**config.mk**
```make
export PLATFORM = sky130hd
export DESIGN_NAME = xmem_mapper
export DESIGN_NICKNAME = d
export VERILOG_FILES = /design/src/rtl/xmm_pkg.sv /design/src/rtl/xmm_exp_decode.sv /design/src/rtl/xmm_regfile.sv /design/src/rtl/xmm_addr_gen.sv /design/src/rtl/xmem_mapper.sv
export SDC_FILE = /design/constraint.sdc
export NUM_CORES = 1
export LEC_CHECK = 0
export ABC_CLOCK_PERIOD_IN_PS = 1700
export BUFFER_PORTS_ARGS = -buffer_cell sky130_fd_sc_hd__buf_2
export CORE_UTILIZATION = 30
export CTS_CLUSTER_SIZE = 14
export DETAILED_ROUTE_END_ITERATION = 6
export MAX_ROUTING_LAYER = met4
export PLACE_DENSITY = 0.47
export SETUP_SLACK_MARGIN = 0.15
export SYNTH_ARGS = -nofsm -noshare
export SYNTH_HDL_FRONTEND = slang
export SYNTH_HIERARCHICAL = 1
export SYNTH_SLANG_ARGS = --single-unit
```
**constraint.sdc**
```tcl
create_clock -name clk -period 1.7 [get_ports clk]
set_input_delay 0.255 -clock clk [delete_from_list [all_inputs] [get_ports clk]]
set_output_delay 0.255 -clock clk [all_outputs]
set_load 0.01 [all_outputs]
```
**src/rtl/xmm_pkg.sv**
```systemverilog
package xmm_pkg;
  typedef enum logic [1:0] {
    OP_READ  = 2'b00,
    OP_WRITE = 2'b01,
    OP_OR    = 2'b10,
    OP_AND   = 2'b11
  } xmm_op_e;

  typedef enum logic [1:0] {
    PT_PAGE  = 2'b00,
    PT_BANK  = 2'b01,
    PT_SPARE = 2'b10,
    PT_CTL   = 2'b11
  } xmm_port_e;

  typedef struct packed {
    xmm_op_e   op;
    xmm_port_e port;
  } xmm_cmd_t;
endpackage

```
**src/rtl/xmm_exp_decode.sv**
```systemverilog
module xmm_exp_decode
  import xmm_pkg::*;
#(
  parameter int NIB_W = 4
) (
  input  logic             clk,
  input  logic             rst,
  input  logic             stb,
  input  logic [NIB_W-1:0] nib_in,
  output xmm_cmd_t         cmd,
  output logic             phase,
  output logic             wr_stb,
  output logic [NIB_W-1:0] wr_data
);
  logic     stb_q;
  logic     phase_q;
  xmm_cmd_t cmd_q;
  logic     fall, rise;

  assign fall = stb_q & ~stb;
  assign rise = ~stb_q & stb & phase_q;

  always_ff @(posedge clk) begin
    if (rst) begin
      stb_q   <= 1'b1;
      phase_q <= 1'b0;
      cmd_q   <= '{op: OP_READ, port: PT_PAGE};
    end else begin
      stb_q <= stb;
      if (fall) begin
        cmd_q   <= xmm_cmd_t'(nib_in[3:0]);
        phase_q <= 1'b1;
      end else if (rise) begin
        phase_q <= 1'b0;
      end
    end
  end

  assign cmd     = cmd_q;
  assign phase   = phase_q;
  assign wr_stb  = rise && (cmd_q.op != OP_READ);
  assign wr_data = nib_in;
endmodule

```
**src/rtl/xmm_regfile.sv**
```systemverilog
module xmm_regfile
  import xmm_pkg::*;
#(
  parameter int NIB_W = 4
) (
  input  logic             clk,
  input  logic             rst,
  input  logic             wr_stb,
  input  xmm_cmd_t         cmd,
  input  logic             phase,
  input  logic [NIB_W-1:0] wr_data,
  output logic [NIB_W-1:0] page_q,
  output logic [NIB_W-1:0] bank_q,
  output logic [NIB_W-1:0] ctl_q,
  output logic             hi_q,
  output logic             rd_oe,
  output logic [NIB_W-1:0] rd_data
);
  localparam int NPORT = 4;
  logic [NPORT-1:0][NIB_W-1:0] regs;

  for (genvar p = 0; p < NPORT; p++) begin : g_reg
    if (p == int'(PT_SPARE)) begin : g_none
      assign regs[p] = '0;
    end else begin : g_store
      logic [NIB_W-1:0] r_q;
      always_ff @(posedge clk) begin
        if (rst) r_q <= '0;
        else if (wr_stb && (cmd.port == xmm_port_e'(p))) r_q <= wr_data;
      end
      assign regs[p] = r_q;
    end
  end

  always_ff @(posedge clk) begin
    if (rst) begin
      hi_q <= 1'b0;
    end else if (wr_stb) begin
      if (cmd.op == OP_WRITE && cmd.port != PT_SPARE)
        hi_q <= 1'b1;
      else if (cmd.op == OP_OR && (cmd.port == PT_PAGE || cmd.port == PT_BANK))
        hi_q <= 1'b0;
    end
  end

  assign page_q  = regs[PT_PAGE];
  assign bank_q  = regs[PT_BANK];
  assign ctl_q   = regs[PT_CTL];
  assign rd_oe   = phase && (cmd.op == OP_READ) && (cmd.port != PT_SPARE);
  assign rd_data = rd_oe ? regs[cmd.port] : '0;
endmodule

```
**src/rtl/xmm_addr_gen.sv**
```systemverilog
module xmm_addr_gen #(
  parameter int          NIB_W    = 4,
  parameter int          LO_W     = 8,
  parameter int          CTL_BIT  = 3,
  parameter int          ADDR_W   = 1 + 2*NIB_W + LO_W,
  parameter int          PG_W     = ADDR_W - LO_W,
  parameter logic [PG_W-1:0] WIN_PAGE = '1 >> 1,
  parameter logic [PG_W-1:0] WIN_MASK = '1
) (
  input  logic              clk,
  input  logic              rst,
  input  logic              ale,
  input  logic [LO_W-1:0]   ad_in,
  input  logic              acc_req,
  input  logic              hi,
  input  logic [NIB_W-1:0]  bank,
  input  logic [NIB_W-1:0]  page,
  input  logic [NIB_W-1:0]  ctl,
  output logic [ADDR_W-1:0] ram_addr,
  output logic              ram_cs,
  output logic              io_cs,
  output logic              win_en
);
  logic [LO_W-1:0] lo_q;
  logic [PG_W-1:0] page_sel;
  logic            in_win, win_on, io_hit;

  assign page_sel = {hi, bank, page};
  assign in_win   = ((page_sel ^ WIN_PAGE) & WIN_MASK) == '0;
  assign win_on   = ~ctl[CTL_BIT];
  assign io_hit   = acc_req & win_on & in_win;

  always_ff @(posedge clk) begin
    if (rst) begin
      lo_q     <= '0;
      ram_addr <= '0;
      ram_cs   <= 1'b0;
      io_cs    <= 1'b0;
      win_en   <= 1'b1;
    end else begin
      if (ale) lo_q <= ad_in;
      ram_addr <= {page_sel, lo_q};
      io_cs    <= io_hit;
      ram_cs   <= acc_req & ~io_hit;
      win_en   <= win_on;
    end
  end
endmodule

```
**src/rtl/xmem_mapper.sv**
```systemverilog
module xmem_mapper
  import xmm_pkg::*;
#(
  parameter int NIB_W   = 4,
  parameter int LO_W    = 8,
  parameter int CTL_BIT = 3,
  parameter int ADDR_W  = 1 + 2*NIB_W + LO_W,
  parameter int PG_W    = ADDR_W - LO_W,
  parameter logic [PG_W-1:0] WIN_PAGE = 9'h0FF,
  parameter logic [PG_W-1:0] WIN_MASK = 9'h1FF
) (
  input  logic              clk,
  input  logic              rst,
  input  logic              exp_stb,
  input  logic [NIB_W-1:0]  nib_in,
  output logic [NIB_W-1:0]  nib_out,
  output logic              nib_oe,
  input  logic              ale,
  input  logic [LO_W-1:0]   ad_in,
  input  logic              acc_req,
  output logic [ADDR_W-1:0] ram_addr,
  output logic              ram_cs,
  output logic              io_cs,
  output logic              io_win_en
);
  xmm_cmd_t         cmd;
  logic             phase, wr_stb, hi_q;
  logic [NIB_W-1:0] wr_data, page_q, bank_q, ctl_q;

  xmm_exp_decode #(.NIB_W(NIB_W)) u_dec (
    .clk(clk), .rst(rst), .stb(exp_stb), .nib_in(nib_in),
    .cmd(cmd), .phase(phase), .wr_stb(wr_stb), .wr_data(wr_data)
  );

  xmm_regfile #(.NIB_W(NIB_W)) u_regs (
    .clk(clk), .rst(rst), .wr_stb(wr_stb), .cmd(cmd), .phase(phase),
    .wr_data(wr_data), .page_q(page_q), .bank_q(bank_q), .ctl_q(ctl_q),
    .hi_q(hi_q), .rd_oe(nib_oe), .rd_data(nib_out)
  );

  xmm_addr_gen #(
    .NIB_W(NIB_W), .LO_W(LO_W), .CTL_BIT(CTL_BIT), .ADDR_W(ADDR_W),
    .PG_W(PG_W), .WIN_PAGE(WIN_PAGE), .WIN_MASK(WIN_MASK)
  ) u_addr (
    .clk(clk), .rst(rst), .ale(ale), .ad_in(ad_in), .acc_req(acc_req),
    .hi(hi_q), .bank(bank_q), .page(page_q), .ctl(ctl_q),
    .ram_addr(ram_addr), .ram_cs(ram_cs), .io_cs(io_cs), .win_en(io_win_en)
  );
endmodule

```
======== After elaboration in Yosys (flattened, before gate mapping) ========
Index checks and enable logic that the tools add are counted.
word-level totals
  register bits after elaboration ......... 47
  bits of input ports ..................... 17
  output and inout bits ................... 25
cells by class
  order comparisons ....................... 1
  equal/unequal tests ..................... 5
  multiplexer cells ....................... 7
  bitwise gates (word level) .............. 11
  reduce and logical (&&, ||, !) cells .... 16
operators by type and width
  operator                                            count
  zero test 9 bit                                     1
  binary-select mux 4 bit (select 2 bit)              1
  logical AND 1 bit                                   8
  2-to-1 mux 4 bit                                    2
  inverter 8 bit                                      1
  bitwise AND 1 bit                                   6
  nonzero test 2 bit                                  3
  == test 2 x 1 -> 1 bit, second input constant       2
  == test 2 bit, second input constant                2
  zero test 2 bit                                     2
  2-to-1 mux 1 bit                                    4
  inverter 1 bit                                      4
  < comparator 2 x 3 -> 1 bit, second input constant  1
  inequality test 2 bit, second input constant        1
  AND reduction 2 bit                                 1
  logical OR 1 bit                                    1

======== Longest topological paths before layout ========
  depth after elaboration ................. 5
  mapped depth ............................ 5
  mapped depth without buffers ............ 5

======== Cells and area by module ========
Netlist, hierarchy kept.
modules (own cells, without submodules)
  module          times used  cells an instance  area each (um2)
  xmm_addr_gen    1           71                 872.1
  xmm_regfile     1           63                 611.8
  xmm_exp_decode  1           31                 301.5

======== Least setup slack after synthesis ========
OpenSTA, ideal clock, no wires.
  path type ............................... register to register
  from .................................... reg u_dec.stb_q
  to ...................................... reg u_regs.g_reg[0].g_store.r_q[0] (netlist: u_regs/page_q[0])
  library setup time ...................... 0.128 ns
  data arrival time ....................... 1.494 ns
  required time ........................... 1.572 ns
  setup slack ............................. 0.078 ns
  stages on the path, launching flop included .. 6
  path through ............................ dfxtp_1 -> nand2b_1 -> nor3b_1 -> nor3b_4 -> mux2i_1 -> nor2_1
on the way
  cells in the longest elaborated chain, start to end .. 5
ends and longest elaborated chain
  element                         line                  source
  start: declaration              xmm_exp_decode.sv:15  logic stb_q;
  start signal: assignment        xmm_exp_decode.sv:29  stb_q <= stb;
  inverter 1 bit                  xmm_exp_decode.sv:21  assign rise = ~stb_q & stb & phase_q;
  bitwise AND 1 bit (2 in a row)  xmm_exp_decode.sv:21
  logical AND 1 bit               xmm_exp_decode.sv:41  assign wr_stb = rise && (cmd_q.op != OP_READ);
  named net wr_stb                xmem_mapper.sv:27     logic phase, wr_stb, hi_q;
  logical AND 1 bit               xmm_regfile.sv:29     else if (wr_stb && (cmd.port == xmm_port_e'(p))) r_q <= wr_data;
  end signal: assignment          xmm_regfile.sv:29
  end: declaration                xmm_regfile.sv:26     logic [NIB_W-1:0] r_q;
The timed path passes the listed nets, and every way through them passes these cells.
A chain may end at the register's enable or synchronous reset.

======== Worst setup path in the final report ========
  from .................................... reg u_dec.stb_q
  to ...................................... reg u_regs.g_reg[3].g_store.r_q[0] (netlist: u_regs/ctl_q[0])
on the way
  cells in the longest elaborated chain, start to end .. 5
ends and longest elaborated chain
  element                         line
  inverter 1 bit                  xmm_exp_decode.sv:21
  bitwise AND 1 bit (2 in a row)  xmm_exp_decode.sv:21
  logical AND 1 bit               xmm_exp_decode.sv:41
  named net wr_stb                xmem_mapper.sv:27
  logical AND 1 bit               xmm_regfile.sv:29
  end signal: assignment          xmm_regfile.sv:29
  end: declaration                xmm_regfile.sv:26
The timed path passes the listed nets, and every way through them passes these cells.

==> reports/metrics.yaml <==
status: "complete, no violations"
start_util_pct: 31.8
cp_cell_sequence: "nand2b_4 > nor3b_4 > buf_4 > nand3_1 > mux2i_1 > nor2_1"
period_share_pct: 90.3
synth-edff-count: 0
grt_max_degree: 41
ctsHtreeMaxLevel: 2
dpl_cell_area_um2: 2030
crit_start: "u_dec/stb_q"
fin_total_pwr_w: 0.00196
crit_arrival_ps: 1700
grt_pass1_vias: 1271
place.gp.congestion: 0.779
wl_per_cell_um: 13.4
final_cell_area_um2: 2180
final.setup_skew_ps: 6.36
drc_errors: 0
synth.most_common_cell: "dfxtp_1"
p_per_area_nw_per_um2: 899
ir_drop_mv: 0.324
grt_overflow: 0
crit_family: "simple AND/OR/NAND/NOR gates"
synth_compound_gate_area_share_pct: 4.34
synthArstFlopShare_pct: 0
worst_pin_slew_ps: 638
synth-simple-area-share_pct: 24.9
synth_xor_area_share_pct: 0
cts_buffers: 5
syn_area_um2: 1790
critPathSlowestCell: "dfxtp_2"
diodes: 0
yosysTopAreaCellShare_pct: 52.7
critPathKind: "flop to flop"
synthMuxAreaShare_pct: 13.5
drive_above_1_share_pct: 33.5
worstPathMaxFanout: 6
start_kind: "flop"
hp-start: "ad_in[4]"
synth.avg_cell_area_um2: 10.8
cpPeakStageDelay_ps: 350
setup_viol: 0
maxSlewHeadroom_pct: 57.5
end_kind: "flop"
clockBufferDepth: 2
p_leak_nw: 1.02
hold_viol_final: 0
grt_pass1_wl_um: 6040
max_freq_ghz: 0.651
fillers: 573
synthTopCellsByCount: "47 x dfxtp_1, 24 x mux2i_1, 23 x nor2_1, 15 x nor2b_1"
r2r-start: "u_dec/stb_q"
vias: 1271
synth-seq-cells: 47
grt_setup_unrepaired: "true"
io_pins: 42
root_buffer: "clkbuf_8"
synth_top_family_by_area: "simple AND/OR/NAND/NOR gates"
drt-initial-drc-count: 52
nets: 225
portBuffers: 41
antenna_found_initial: 0
cts_tree: "built"
final_max_slew_viol_count: 0
first_pass_iters: 4
dp_hpwl_um: 2690
yosysSeqAreaShare_pct: 52.7
clock_latency_ps: 290
cts.sinks: 47
final_core_util_pct: 38.8
critPathBufInv: 1
syn_to_final_growth_pct: 22.0
worst_ep_required_time_ps: 1870
synthTopCellsByArea: "dfxtp_1 53%, mux2i_1 13%, nor2b_1 5.3%"
min_path_type: "input port to flop"
synth.yosys.warnings: 6
netlist-cell-type-count: 33
synth_cells: 165
tns_ps: 0
maxCapViolations: 0
coreArea_um2: 5610
drt-total-wl_um: 3780
via_per_inst: 4.52
holdBufCountCts: 0
die_h_um: 79.1
ant_nets: 0
hold_ws_ps: 197
grt_usage_pct: 13.2
die_w_um: 79.1
syn-num-nets: 182
die_area_um2: 6260
clk_pin_slew_ps: 90
placementRows: 27
yosys.area.top_type: "dfxtp_1"
ys.flop_type: "dfxtp_1"
fin_crit_ps: 1540
synthAdderAreaFrac_pct: 0
-- cells in the final DEF (no fill, tap or decap), types with 2 or more instances in the layout --
cell type	n
o21ai_1	7
nor2b_1	15
dfxtp_2	3
nand2b_1	5
dfxtp_4	2
buf_4	4
nor2_1	21
nor3b_4	2
nand4bb_1	4
o21ai_0	2
clkbuf_8	5
nand4_1	5
mux2i_1	24
and2b_1	3
buf_2	41
dfxtp_1	42
-- worst register-to-register path, stage by stage (launching register included) --
cell and delay (ps):
dfxtp_2 350, nand2b_4 160, nor3b_4 230, buf_4 150
nand3_1 220, mux2i_1 240, nor2_1 60
-- sequential cells by signal, summed over array words and instances (netlist names) --
register	count
u_addr/io_cs	1
u_addr/lo_q	8
u_addr/ram_addr	17
u_addr/ram_cs	1
u_addr/win_en	1
u_dec/cmd	4
u_dec/phase	1
u_dec/stb_q	1
u_regs/bank_q	4
u_regs/ctl_q	4
u_regs/hi_q	1
u_regs/page_q	4
-- cell families (layout without fill, tap and decap cells) --
logic type | after synthesis | count (layout)
AO/OA/AOI/OAI | 13 | 13
buffers and inverters | 12 | 56
flip-flops | 47 | 47
multiplexers | 24 | 24
AND/OR/NAND/NOR | 69 | 69
-- path summary, 6_finish.rpt --
kind | to | slack (ps) | cells after the start
max | u_regs/ctl_q[0] | 160 | 6
max reg2reg | u_regs/ctl_q[0] | 160 | 6
min reg2reg | u_addr/win_en | 440 | 1
min | u_addr/lo_q[4] | 200 | 3
-- stage by stage --
stage	worst slack, ps	instances
floorplan	227	165
global placement	134	271
detailed placement	37.5	271
CTS	157	280
global route	101	281
finish	165	281
-- final cells by class --
class | instances | area, um2 | area share (%)
Clock buffer | 6 | 72.6 | 3.33
Clock inverter | 2 | 12.5 | 0.574
Inverter | 2 | 7.51 | 0.345
Multi-Input combinational cell | 106 | 797 | 36.6
Sequential cell | 47 | 952 | 43.7
Tap cell | 72 | 90.1 | 4.14
Timing Repair Buffer | 46 | 246 | 11.3
-- where the power goes --
part	internal [W]	switching, W
combinational	0.0000739	0.0000788
sequential	0.00113	0.0000254
clock	0.000288	0.000363
-- layer usage --
metal	wire length, um	GRT usage (%)	share of wire [%]
met2	1700	20.5	45
met5	0	-	0
met1	1790	15.7	47
met3	209	3.79	5.5
met4	74	6.36	2.0
-- repair_timing --
item,4_1_cts,5_1_grt
pin swaps,2,2
setup endpoints to repair,12,16
setup buffers,1,1
gates resized for setup,13,5
gates cloned,0,0
(Power assumes the default switching activity.)
